$ cat config.mk
export PLATFORM = sky130hd
export DESIGN_NAME = brk_watch
export DESIGN_NICKNAME = d
export VERILOG_FILES = /design/src/rtl/brk_watch.sv
export SDC_FILE = /design/constraint.sdc
export NUM_CORES = 1
export LEC_CHECK = 0
export BUFFER_PORTS_ARGS = -buffer_cell sky130_fd_sc_hd__buf_4
export CAP_MARGIN = 10
export CORE_MARGIN = 3
export CORE_UTILIZATION = 50
export CTS_CLUSTER_SIZE = 12
export DETAILED_ROUTE_END_ITERATION = 16
export PLACE_DENSITY = 0.7
export SLEW_MARGIN = 25
export SYNTH_ARGS = -nofsm -noshare
export SYNTH_HDL_FRONTEND = slang
export SYNTH_SLANG_ARGS = --single-unit
$ cat constraint.sdc
create_clock -name clk -period 4.8 [get_ports clk]
set_input_delay 0.24 -clock clk [delete_from_list [all_inputs] [get_ports clk]]
set_output_delay 0.24 -clock clk [all_outputs]
set_load 0.005 [all_outputs]
$ cat src/rtl/brk_watch.sv
module brk_watch #(
  parameter int AW = 32,
  parameter int DW = 32
) (
  input  logic          clk,
  input  logic          rst_n,
  input  logic          reg_we,
  input  logic [3:0]    reg_sel,
  input  logic [31:0]   reg_wdata,
  input  logic          bus_valid,
  input  logic [AW-1:0] bus_addr,
  input  logic [DW-1:0] bus_data,
  input  logic          bus_other,
  input  logic          bus_fetch,
  input  logic          bus_write,
  input  logic [1:0]    bus_size,
  input  logic          bnd,
  input  logic          bnd_blocked,
  output logic          brk_req,
  output logic          brk_after
);
  localparam int CW = 9;

  logic [AW-1:0] a_addr, a_mask, b_addr, b_mask;
  logic [DW-1:0] b_data, b_dmask;
  logic [CW-1:0] a_cond, b_cond;
  logic          seq, armed;
  logic          pend, pend_tag, held;

  function automatic logic cond_ok(input logic [CW-1:0] c, input logic oth,
                                   input logic fe, input logic wr, input logic [1:0] sz);
    logic m, k, d, s;
    m = oth ? c[1] : c[0];
    k = fe  ? c[2] : c[3];
    d = wr  ? c[5] : c[4];
    s = (c[7:6] == 2'b00) || (c[7:6] == sz + 2'd1);
    return m && k && d && s;
  endfunction

  wire hit_a = bus_valid && cond_ok(a_cond, bus_other, bus_fetch, bus_write, bus_size)
               && (((bus_addr ^ a_addr) & ~a_mask) == '0);
  wire hit_b = bus_valid && cond_ok(b_cond, bus_other, bus_fetch, bus_write, bus_size)
               && (((bus_addr ^ b_addr) & ~b_mask) == '0)
               && (bus_fetch || (((bus_data ^ b_data) & ~b_dmask) == '0));

  wire              trig    = seq ? (hit_b && armed) : (hit_a || hit_b);
  wire [CW-1:0]     tcond   = (seq || !hit_a) ? b_cond : a_cond;
  wire              late    = bus_fetch && tcond[8];
  wire              new_tag = !bus_fetch || tcond[8];
  wire              deliver = bnd && !bnd_blocked && pend;
  wire              free    = !pend && !held;
  wire              a_wr    = reg_we && (reg_sel <= 4'd2 || reg_sel == 4'd8);

  always_ff @(posedge clk or negedge rst_n) begin
    if (!rst_n) begin
      a_addr <= '0; a_mask <= '0; a_cond <= '0;
      b_addr <= '0; b_mask <= '0; b_cond <= '0;
      b_data <= '0; b_dmask <= '0; seq <= 1'b0;
    end else if (reg_we) begin
      case (reg_sel)
        4'd0: a_addr  <= reg_wdata[AW-1:0];
        4'd1: a_mask  <= reg_wdata[AW-1:0];
        4'd2: a_cond  <= reg_wdata[CW-1:0];
        4'd3: b_addr  <= reg_wdata[AW-1:0];
        4'd4: b_mask  <= reg_wdata[AW-1:0];
        4'd5: b_cond  <= reg_wdata[CW-1:0];
        4'd6: b_data  <= reg_wdata[DW-1:0];
        4'd7: b_dmask <= reg_wdata[DW-1:0];
        4'd8: seq     <= reg_wdata[0];
        default: ;
      endcase
    end
  end

  always_ff @(posedge clk or negedge rst_n) begin
    if (!rst_n) armed <= 1'b0;
    else if (a_wr || deliver) armed <= 1'b0;
    else if (seq && hit_a) armed <= 1'b1;
  end

  always_ff @(posedge clk or negedge rst_n) begin
    if (!rst_n) begin
      pend <= 1'b0; pend_tag <= 1'b0; held <= 1'b0;
      brk_req <= 1'b0; brk_after <= 1'b0;
    end else begin
      brk_req <= deliver;
      if (deliver) brk_after <= pend_tag;
      if (held && bnd) begin
        held <= 1'b0; pend <= 1'b1; pend_tag <= 1'b1;
      end else if (deliver) begin
        pend <= 1'b0;
      end else if (trig && free) begin
        if (late) held <= 1'b1;
        else begin pend <= 1'b1; pend_tag <= new_tag; end
      end
    end
  end

  assert_pulse_R12: assert property (@(posedge clk) disable iff (!rst_n)
    brk_req |=> !brk_req);
  assert_open_bnd_R11: assert property (@(posedge clk) disable iff (!rst_n)
    brk_req |-> $past(bnd && !bnd_blocked));
  assert_merge_R13: assert property (@(posedge clk) disable iff (!rst_n)
    brk_req |-> (!pend && !held));
  assert_late_R9: assert property (@(posedge clk) disable iff (!rst_n)
    (held && bnd) |=> (pend && pend_tag && !brk_req));
endmodule

==> results of run 1 <==
power by group:
part,total (uW),internal (uW),switching (uW),leakage (uW)
logic,1110,628,481,0.00201
clock network,1630,962,671,0.000340
registers,2510,2250,268,0.00267
cell families after synthesis:
| family | count (synthesis) | synth area share |
|---|---|---|
| AO/OA/AOI/OAI | 73 | 0.0494 |
| XOR/XNOR | 96 | 0.0866 |
| adder cells (fa/ha/maj) | 1 | 0.00103 |
| buffers and inverters | 26 | 0.0102 |
| flip-flops | 217 | 0.559 |
| multiplexers | 218 | 0.253 |
| AND/OR/NAND/NOR | 66 | 0.0407 |
critical path, delay by kind of cell (launching register included):
family           cells  cell delay (ns)
AO/OA/AOI/OAI        4             0.91
XOR/XNOR             1             0.19
flip-flops           1             0.39
AND/OR/NAND/NOR      2             0.87
stage by stage:
| step | instance area (um^2) | util |
|---|---|---|
| 2_1_floorplan | 9710 | - |
| 3_3_place_gp | 10900 | 0.576 |
| 3_5_place_dp | 10900 | 0.576 |
| 4_1_cts | 11600 | 0.613 |
| 5_1_grt | 11600 | 0.614 |
| 6_report | 11600 | 0.614 |
final cells by class:
class / count / area share
well taps: 260 / 0.0280
clock inverters: 2 / 0.000863
clock buffers: 34 / 0.0583
inverters: 4 / 0.00129
repair buffers: 123 / 0.0822
flip-flops and latches: 217 / 0.468
multi-input cells: 454 / 0.361
what timing repair did:
action	CTS	global route
endpoints found under the setup margin	0	0
setup buffers	0	0
endpoints found under the hold margin	103	0
hold buffers	1	0
synthesized netlist by cell type, types with 2 or more instances:
master and instances:
nand2_1 5, mux2_2 198, nor3b_1 3, nand3_1 3, clkbuf_1 14, nor3_1 4, dfrtp_1 217, a211o_1 2
and3_1 2, o22ai_1 58, xnor2_1 96, nand3b_1 4, nor4_1 16, mux2_1 18, o21ai_0 3, and4_1 3
a21oi_1 4, inv_1 4, buf_1 7, mux2i_1 2, nor2_1 15, nand2b_1 2
cell usage in the layout (no fill, tap or decap), types with 3 or more instances in the layout:
cell	n
mux2_1	18
o22ai_1	58
nand3b_1	4
o21ai_0	3
xnor2_1	96
dfrtp_1	217
and4_1	3
nor2_1	14
nor4_1	16
inv_1	4
nand2_1	5
clkbuf_1	5
clkbuf_16	23
nand3_1	3
buf_4	120
a21oi_1	4
clkbuf_8	6
mux2_2	198
nor3_1	3
layer usage:
layer  wire (um)  GRT usage
met1       10300      0.317
met2       11800      0.377
met3        1530     0.0427
met4         327     0.0503
met5           0          0
state kept, by name, indices dropped and copies added (netlist names), 9 cells and up:
name / flops
b_data: 32
a_mask: 32
a_addr: 32
b_cond: 9
b_dmask: 32
a_cond: 9
b_mask: 32
b_addr: 32
worst min path at each step:
| stage | from | endpoint | slack (ns) | depth (start not counted) |
|---|---|---|---|---|
| after floorplan | rst_n | a_addr[0]$_DFFE_PN0P_ | -0.06 | 0 |
| after global placement | rst_n | b_dmask[31]$_DFFE_PN0P_ | 0.46 | 1 |
| after detailed placement | rst_n | b_dmask[5]$_DFFE_PN0P_ | 0.47 | 1 |
| after CTS | reg_wdata[23] | b_addr[23]$_DFFE_PN0P_ | 0.0007 | 2 |
| after global routing | reg_wdata[24] | b_data[24]$_DFFE_PN0P_ | 0.01 | 2 |
| final | reg_wdata[19] | b_addr[19]$_DFFE_PN0P_ | 0.02 | 2 |
==> key figures, run 1 <==
Status
  • Outcome: completed

GRT
  • Total GRT Usage: 0.228
  • Gr ovfl total: 0
  • Antenna violations before repair: 0
  • First-pass GRT wire length: between 30 and 40 mm
  • Pin count of the biggest net entering global routing: 130
  • Vias in the first global route: around 6,700

Synthesis
  • Synthesized net count: a little over 800
  • Post-Syn Area per Cell: 13.9 um^2
  • Synth async-reset ratio: 1.00
  • Synth Instances: roughly 700
  • Flops & latches, synth: 217
  • Area share of the largest cell type after synthesis: 0.559
  • Mapped Area: around 9700 um^2
  • Yosys cell types: 39
  • Top_reg_cell synth: dfrtp_1
  • Synth warnings: 0
  • EDFF count, synth: 0
  • Seq/Total Area, Yosys: 0.559
  • Leading area contributor after synthesis: dfrtp_1
  • Synth top area cells: dfrtp_1 56%, mux2_2 23%, xnor2_1 8.7%

Min path
  • Worst hold path type: primary input to flop

Cells and area
  • Multi-input logic area: approximately 4200 um^2
  • FF/Latch Area: 5430 um^2
  • Layout cells sized above 1: 0.430
  • Fillers: around 1,500
  • Area Growth Syn to Fin: 19.5%
  • Final non-filler cell total: approximately 1,100
  • Fin nets: between 900 and 1,000
  • # diodes: 0

Worst setup path
  • Crit. End Element: flop
  • R2R Path Start: b_addr[24]$_DFFE_PN0P_
  • Crit. Startpoint: b_addr[24]$_DFFE_PN0P_
  • Cell mode on critical path: a211o_1
  • CP peak stage delay: about 0.58 ns
  • CP required: just over 5 ns
  • CP startpoint kind: flop
  • Critical path type: flop to flop
  • Worst reg2reg setup slack: 2.32 ns
  • Crit path to: pend_tag$_DFFE_PN0P_
  • CP Cell Sequence: xnor2_1 > o22ai_1 > nor4_1 > and4_1 > o2111ai_1 > a211o_1 > a211o_1
  • Worst R2R Path Depth: 7
  • RR Endpoint: pend_tag$_DFFE_PN0P_
  • Arr. time, crit path: roughly 2.9 ns
  • Worst-path fanout max: 3
  • CP max stage cell: nor4_1

Placement
  • Post-DP HPWL: about 17 mm
  • GP Congestion: 0.958
  • Cells after DPL: 1,056
  • # port buffers: roughly 110
  • DP Worst Slack: around 2.3 ns

Clock tree
  • Reg clk slew, reported paths: 0.06 ns
  • CTS sink count: roughly 220
  • CTS resizes: 0
  • Clock root cell: clkbuf_16
  • H-tree Lvls: 1
  • Inserted Clock Buffers: 23
  • Max Root-Sink Buffers: 3
  • Skew-Pair Late Insertion Delay: about 0.5 ns
  • CTS tree: built

Routing
  • Vias post-DR: 6,233
  • Drt total wl: 24.0 mm
  • DR pass1 iterations: 4
  • Iter 0 DRT Violations: 326
  • Vias/cell: ~5.7
  • Routed WL per cell: around 22 um
  • # DRC: 0
  • Final ANT Viol Nets: 0

Die
  • Initial core utilization: 0.514
  • Die width: around 150 um
  • Top Ports: 113
  • Row count: 50
  • Core footprint: approximately 19,000 um^2
  • Die height: around 150 um
  • Die area: around 21,000 um^2

Timing
  • Setup TNS: 0 ns
  • Fin Hold WS: between 0.015 and 0.02 ns
  • F_max: 0.404 GHz
  • Hold Fails Final Rpt: 0
  • Slew HR: 0.534
  • Worst Tran Pin Value: 0.698 ns
  • Max-slew violations: 0
  • Final Cycle Share: 0.516
  • Tmin final: around 2.5 ns
  • Setup-failing EPs final: 0
  • RSZ-0062 raised after global routing: false
  • Worst setup margin: roughly 2.3 ns
  • Clock skew: just over 0.01 ns

Flow run
  • Max Cap Viol: 0

Power and ir drop
  • Leak: 0.00502 uW
  • Peak supply drop: about 0.28 mV
  • Pwr dens: 453 nW/um^2
  • Total Power: 5260 uW
Power figures use the tool's default switching activity.
==> inputs of run 2 (changes only) <==
PLACE_DENSITY = 0.73   (was 0.7)
clock period = 2.27 ns   (was 4.8 ns; I/O delays follow)
==> run 2 against run 1 <==
Against the previous run:
- sequential power rose by 110%
- via count is 4.3% higher
- first-iteration DRC count rose by 4.9%
- count of clock-buffer cells in the layout up 1
- the flow now finishes with violations (negative setup slack)
- clock skew grew 0.0011 ns
- global-route usage increased by 0.77 points
- core utilization rose by 3.8 points
- flip-flop and latch count unchanged
- sequential share of layout area decreased by 2.7 points
- die area is the same
- non-clock buffer count grew 56
- fmax grew 7.6%
==> key figures, run 2 (synthesized netlist as in run 1, its figures left out) <==
Worst setup path
  • Critical path type: flop to flop (unchanged)
  • CP Cell Sequence: xnor2_1 > o22ai_2 > nor4_4 > buf_4 > and4_1 > o2111ai_1 > a211o_1 > a211o_1 (was xnor2_1 > o22ai_1 > nor4_1 > and4_1 > o2111ai_1 > a211o_1 > a211o_1)
  • Cell mode on critical path: a211o_1 (unchanged)
  • CP required: 2.65 ns (was 5.17 ns)
  • Worst reg2reg setup slack: -0.03 ns (was 2.32 ns)
  • R2R Path Start: b_data[27]$_DFFE_PN0P_ (was b_addr[24]$_DFFE_PN0P_)
  • Critical path buffers and inverters: 1 (was 0)
  • Crit. End Element: flop (unchanged)
  • CP startpoint kind: flop (unchanged)
  • Crit. Startpoint: b_data[27]$_DFFE_PN0P_ (was b_addr[24]$_DFFE_PN0P_)
  • Worst-path fanout max: 2 (was 3)
  • CP peak stage delay: 0.38 ns (was 0.58 ns)
  • CP max stage cell: dfrtp_1 (was nor4_1)
  • CP top delay family: compound AO/OA/AOI/OAI gates (unchanged)
  • Arr. time, crit path: 2.68 ns (was 2.85 ns)

Routing
  • Iter 0 DRT Violations: 342 (was 326)
  • Vias post-DR: 6,500 (was 6,233)
  • Final ANT Viol Nets: 0 (unchanged)
  • Vias/cell: 5.62 (was 5.70)
  • # DRC: 0 (unchanged)
  • Drt total wl: 25.1 mm (was 24.0 mm)
  • Routed WL per cell: 21.7 um (was 21.9 um)
  • DR pass1 iterations: 4 (unchanged)

Timing
  • F_max: 0.435 GHz (was 0.404 GHz)
  • Hold Fails Final Rpt: 0 (unchanged)
  • Setup-failing EPs final: 1 (was 0)
  • Worst Tran Pin Value: 0.557 ns (was 0.698 ns)
  • RSZ-0062 raised after global routing: true (was false)
  • Slew HR: 0.629 (was 0.534)
  • Max-slew violations: 0 (unchanged)
  • Worst setup margin: -0.0307 ns (was 2.32 ns)
  • Final Cycle Share: 1.01 (was 0.516)
  • Clock skew: 0.0112 ns (was 0.0102 ns)
  • Tmin final: 2.30 ns (was 2.48 ns)
  • Fin Hold WS: 0.0310 ns (was 0.0177 ns)

Cells and area
  • Most frequent cells in the layout: 217 x dfrtp_1, 198 x mux2_2, 138 x buf_4 (was 217 x dfrtp_1, 198 x mux2_2, 120 x buf_4)
  • Layout cells sized above 1: 0.444 (was 0.430)
  • Area Growth Syn to Fin: 26.9% (was 19.5%)
  • Final non-filler cell total: 1,156 (was 1,094)
  • Fin nets: 991 (was 934)
  • Commonest non-fill, non-tap cell in the layout: dfrtp_1 (unchanged)
  • Finished Cell Area: 12,300 um^2 (was 11,600 um^2)
  • # diodes: 0 (unchanged)

Clock tree
  • CTS tree: built (unchanged)
  • Inserted Clock Buffers: 24 (was 23)
  • Post-CTS Setup Inserts: 0 (unchanged)
  • Max Root-Sink Buffers: 3 (unchanged)
  • CTS sink count: 217 (unchanged)
  • H-tree Lvls: 1 (unchanged)
  • Skew-Pair Late Insertion Delay: 0.50 ns (was 0.49 ns)
  • Clock root cell: clkbuf_16 (unchanged)
  • Reg clk slew, reported paths: 0.06 ns (about the same)

Min path
  • Hold_sp: bus_fetch (was reg_wdata[19])
  • Worst hold path type: primary input to flop (unchanged)

Die
  • Die height: 145 um (unchanged)
  • Top Ports: 113 (unchanged)
  • Row count: 50 (unchanged)
  • Core footprint: 18,900 um^2 (unchanged)
  • Die area: 21,100 um^2 (unchanged)
  • Die width: 145 um (unchanged)
  • Initial core utilization: 0.514 (unchanged)

Status
  • Failing checks: negative setup slack
  • Outcome: finished with violations (was completed)

Power and ir drop
  • Pwr dens: 942 nW/um^2 (was 453 nW/um^2)
  • Total Power: 11,600 uW (was 5260 uW)
  • Leak: 0.00537 uW (was 0.00502 uW)
  • Peak supply drop: 0.558 mV (was 0.284 mV)

GRT
  • Gr ovfl total: 0 (unchanged)
  • Vias in the first global route: 7,045 (was 6,737)
  • First-pass GRT wire length: 39.4 mm (was 37.9 mm)
  • Pin count of the biggest net entering global routing: 62 (was 130)
  • Total GRT Usage: 0.235 (was 0.228)
  • Antenna violations before repair: 0 (unchanged)

Placement
  • DP Area: 11,100 um^2 (was 10,900 um^2)
  • GP Congestion: 0.883 (was 0.958)
  • # port buffers: 112 (unchanged)
  • Post-DP HPWL: 17.8 mm (was 17.0 mm)
  • Cells after DPL: 1,078 (was 1,056)
  • DP Worst Slack: -0.331 ns (was 2.32 ns)

Flow run
  • Max Cap Viol: 0 (unchanged)
run 2: through the flow:
step	utilization	setup TNS [ns]
2_1_floorplan	-	0
3_3_place_gp	0.587	-0.152
3_5_place_dp	0.587	-0.484
4_1_cts	0.648	0
5_1_grt	0.652	-0.0694
6_report	0.652	-0.0307
run 2: where the power goes:
| part | total (uW) | leakage (uW) | switching [uW] | internal, uW |
|---|---|---|---|---|
| logic | 2550 | 0.00232 | 1080 | 1480 |
| registers | 5350 | 0.00267 | 595 | 4750 |
| clock network | 3710 | 0.000376 | 1490 | 2220 |
| total | 11600 | 0.00537 | 3160 | 8450 |
run 2: path summary, 6_finish.rpt:
kind / end / cells past startpoint
setup / recovery: pend_tag$_DFFE_PN0P_ / 8
setup reg to reg: pend_tag$_DFFE_PN0P_ / 8
hold reg to reg: b_mask[9]$_DFFE_PN0P_ / 1
hold / removal: pend_tag$_DFFE_PN0P_ / 3
min in group asynchronous: b_dmask[5]$_DFFE_PN0P_ / 2
max in group asynchronous: pend$_DFFE_PN0P_ / 3
run 2: area by class of cell:
class,count,area [um^2]
clock buffers,35,693
clock inverters,7,60.1
fillers,1421,6580
inverters,4,15.0
multi-input cells,454,4300
flip-flops and latches,217,5430
well taps,260,325
repair buffers,179,1490
run 2: worst reg2reg max path, cell delays in order, from the launching register on:
cell       delay [ns]
dfrtp_1          0.38
xnor2_1          0.22
o22ai_2          0.14
nor4_4           0.35
buf_4            0.16
and4_1           0.19
o2111ai_1        0.13
a211o_1          0.31
a211o_1          0.29
run 2: layer usage:
metal | global-route usage | up-vias | wire length, um
met3 | 0.0283 | 39 | 1230
met1 | 0.325 | 3383 | 11000
li1 | - | 2912 | -
met4 | 0.0646 | 0 | 540
met5 | 0 | - | 0
met2 | 0.398 | 166 | 12400
run 2: what timing repair did:
action | in CTS | in global routing
endpoints found under the setup margin | 3 | 1
cloned | 0 | 0
hold buffers | 36 | 0
resized for setup | 5 | 10
hold endpoints to repair | 271 | 0
pin swaps | 2 | 3
==> inputs of run 3 (changes only) <==
ABC_AREA = 1   (was not set)
==> run 3 against run 2 <==
Against the previous run:
- the run now ends clean
- core utilization decreased by 2.3 points
- count of clock-buffer cells in the layout increased by 3
- largest cell class unchanged
- highest routed layer unchanged
- critical endpoint unchanged
- worst setup slack improved by 0.52 ns
- flip-flop and latch count unchanged
==> key figures, run 3 <==
Status
  • Outcome: completed (was finished with violations)

Worst setup path
  • Arr. time, crit path: 2.17 ns (was 2.68 ns)
  • Critical path type: flop to flop (unchanged)
  • CP peak stage delay: 0.40 ns (was 0.38 ns)
  • Worst R2R Path Depth: 16 (was 8)
  • CP max stage cell: dfrtp_1 (unchanged)
  • CP required: 2.66 ns (was 2.65 ns)
  • CP startpoint kind: flop (unchanged)
  • CP Cell Sequence: nor2_1 > nor2_1 > nand2_1 > nand2_1 > nor2_1 > nand2_1 > nor2_1 > nand2_1 > nand2_1 > nand2_1 > nand2_2 > nand2_2 > nand2_2 > nand2_2 > nand2_2 > nand2_2 (was xnor2_1 > o22ai_2 > nor4_4 > buf_4 > and4_1 > o2111ai_1 > a211o_1 > a211o_1)
  • Worst reg2reg setup slack: 0.49 ns (was -0.03 ns)
  • Crit. End Element: flop (unchanged)
  • Worst-path fanout max: 3 (was 2)

Synthesis
  • Synthesized-area fraction occupied by adder cells: 0 (was 0.00103)
  • Largest family of logic cells by synthesized area: simple AND/OR/NAND/NOR gates (was multiplexers)
  • Post-synthesis simple-gate area fraction: 0.257 (was 0.0407)
  • Compound-Gate Fraction of Synth Area: 0.131 (was 0.0494)
  • EDFF count, synth: 0 (unchanged)
  • Flops & latches, synth: 217 (unchanged)
  • Synth cell count leaders: 450 x nand2_1, 217 x dfrtp_1, 212 x o21ai_0, 141 x inv_1, 85 x nor2_1 (was 217 x dfrtp_1, 198 x mux2_2, 96 x xnor2_1, 58 x o22ai_1, 18 x mux2_1)
  • Synth warnings: 0 (unchanged)
  • Synth top area cells: dfrtp_1 54%, nand2_1 17%, o21ai_0 11% (was dfrtp_1 56%, mux2_2 23%, xnor2_1 8.7%)
  • Synth Instances: 1,298 (was 697)
  • Top_reg_cell synth: dfrtp_1 (unchanged)
  • Mapped Area: 10,100 um^2 (was 9710 um^2)
  • Synth async-reset ratio: 1.00 (unchanged)
  • Post-Syn Area per Cell: 7.77 um^2 (was 13.9 um^2)
  • Synth Area in XOR/XNOR: 0.00260 (was 0.0866)
  • Synthesized net count: 1,409 (was 808)
  • Leading area contributor after synthesis: dfrtp_1 (unchanged)
  • Most frequent cell after synthesis: nand2_1 (was dfrtp_1)
  • Yosys cell types: 25 (was 39)
  • Post-synthesis mux area share: 0 (was 0.253)
  • Seq/Total Area, Yosys: 0.538 (was 0.559)
  • Area share of the largest cell type after synthesis: 0.538 (was 0.559)

Timing
  • Tmin final: 1.78 ns (was 2.30 ns)
  • Hold Fails Final Rpt: 0 (unchanged)
  • Worst setup margin: 0.490 ns (was -0.0307 ns)
  • Worst Tran Pin Value: 0.678 ns (was 0.557 ns)
  • Slew HR: 0.548 (was 0.629)
  • Max-slew violations: 0 (unchanged)
  • Clock skew: 0.00947 ns (was 0.0112 ns)
  • Final Cycle Share: 0.784 (was 1.01)
  • Setup-failing EPs final: 0 (was 1)
  • Setup TNS: 0 ns (was -0.0307 ns)
  • F_max: 0.562 GHz (was 0.435 GHz)
  • RSZ-0062 raised after global routing: false (was true)

Cells and area
  • Fin nets: 1,549 (was 991)
  • Fin util: 0.629 (was 0.652)
  • Layout cells sized above 1: 0.133 (was 0.444)
  • Most frequent cells in the layout: 444 x nand2_1, 217 x dfrtp_1, 212 x o21ai_0 (was 217 x dfrtp_1, 198 x mux2_2, 138 x buf_4)
  • Area Growth Syn to Fin: 22.4% (was 26.9%)
  • Final non-filler cell total: 1,719 (was 1,156)
  • Finished Cell Area: 12,400 um^2 (was 12,300 um^2)
  • Fillers: 1,770 (was 1,421)
  • Commonest non-fill, non-tap cell in the layout: nand2_1 (was dfrtp_1)
  • # diodes: 0 (unchanged)

Die
  • Core footprint: 19,700 um^2 (was 18,900 um^2)
  • Die width: 148 um (was 145 um)
  • Row count: 51 (was 50)
  • Initial core utilization: 0.513 (was 0.514)
  • Top Ports: 113 (unchanged)
  • Die area: 21,900 um^2 (was 21,100 um^2)
  • Die height: 148 um (was 145 um)

Clock tree
  • CTS sink count: 217 (unchanged)
  • Reg clk slew, reported paths: 0.06 ns (about the same)
  • Skew-Pair Late Insertion Delay: 0.51 ns (was 0.50 ns)
  • H-tree Lvls: 1 (unchanged)
  • CTS resizes: 0 (was 5)
  • CTS tree: built (unchanged)
  • Clock root cell: clkbuf_16 (unchanged)
  • Max Root-Sink Buffers: 3 (unchanged)
  • Inserted Clock Buffers: 24 (unchanged)

Routing
  • Drt total wl: 27.1 mm (was 25.1 mm)
  • DR pass1 iterations: 5 (was 4)
  • Met1 wire length: 12.2 mm (was 11.0 mm)
  • # DRC: 0 (unchanged)
  • Met2 WL: 12.8 mm (was 12.4 mm)
  • Uppermost routed layer: met4 (unchanged)
  • Vias/cell: 5.13 (was 5.62)
  • Vias post-DR: 8,825 (was 6,500)
  • Final ANT Viol Nets: 0 (unchanged)
  • Iter 0 DRT Violations: 792 (was 342)
  • WL met3: 1.61 mm (was 1.23 mm)
  • Routed WL per cell: 15.8 um (was 21.7 um)

Placement
  • GP Congestion: 0.839 (was 0.883)
  • Cells after DPL: 1,649 (was 1,078)
  • DP Worst Slack: 0.531 ns (was -0.331 ns)
  • Post-DP HPWL: 18.8 mm (was 17.8 mm)
  • DP Area: 11,300 um^2 (was 11,100 um^2)
  • # port buffers: 112 (unchanged)

GRT
  • Antenna violations before repair: 0 (unchanged)
  • Vias in the first global route: 8,376 (was 7,045)
  • Gr ovfl total: 0 (unchanged)
  • Pin count of the biggest net entering global routing: 73 (was 62)
  • First-pass GRT wire length: 44.1 mm (was 39.4 mm)
  • Total GRT Usage: 0.253 (was 0.235)

Min path
  • WHS Path Cells: 3 (unchanged)
  • Worst hold path type: primary input to flop (unchanged)

Power and ir drop
  • Pwr dens: 887 nW/um^2 (was 942 nW/um^2)
  • Leak: 0.00637 uW (was 0.00537 uW)
  • Peak supply drop: 0.749 mV (was 0.558 mV)

Flow run
  • Max Cap Viol: 0 (unchanged)
-- run 3: layer usage --
| layer | vias to the layer above | global-route usage |
|---|---|---|
| met5 | - | 0 |
| li1 | 4355 | - |
| met2 | 268 | 0.411 |
| met3 | 36 | 0.0320 |
| met1 | 4166 | 0.369 |
| met4 | 0 | 0.0582 |
-- run 3: what timing repair did --
action | in CTS | in global routing
hold endpoints to repair | 184 | 0
endpoints found under the setup margin | 0 | 0
hold buffers | 28 | 0
buffers inserted | 0 | 0
-- run 3: stage by stage --
stage,hold WS (ns),total power (uW)
after floorplan,-0.182,6390
after global placement,0.169,7090
after detailed placement,0.161,7190
after CTS,0.00698,11000
after global routing,0.00705,11600
final,0.0112,11000
-- run 3: final timing paths --
path / from / to
setup / recovery: b_data[24]$_DFFE_PN0P_ / pend_tag$_DFFE_PN0P_
hold / removal: reg_wdata[14] / b_addr[14]$_DFFE_PN0P_
setup reg to reg: b_data[24]$_DFFE_PN0P_ / pend_tag$_DFFE_PN0P_
hold reg to reg: b_dmask[7]$_DFFE_PN0P_ / b_dmask[7]$_DFFE_PN0P_
max in group asynchronous: rst_n / a_addr[31]$_DFFE_PN0P_
min in group asynchronous: rst_n / b_data[7]$_DFFE_PN0P_
-- run 3: logic make-up after synthesis --
logic type      count (synthesis)
xor+xnor                        3
simple gates                  624
compound gates                263
buf+inv                       191
flops                         217
-- run 3: power by group --
part	internal [uW]	switching, uW	leakage [uW]	total [uW]
combinational	877	1180	0.00323	2060
clock	2240	1530	0.000381	3760
sequential	4640	490	0.00276	5130
-- run 3: worst max-delay path, delay by kind of cell (launching register included) --
kind | cells | cell delay (ns)
flops | 1 | 0.40
simple gates | 16 | 1.25
-- run 3: area by class of cell --
| type | count | area (um^2) | share of cell area |
|---|---|---|---|
| well taps | 265 | 332 | 0.0268 |
| flip-flops and latches | 217 | 5430 | 0.440 |
| inverters | 153 | 574 | 0.0465 |
| multi-input cells | 890 | 3960 | 0.320 |
| clock buffers | 38 | 744 | 0.0603 |
| clock inverters | 4 | 23.8 | 0.00192 |
| repair buffers | 152 | 1290 | 0.105 |
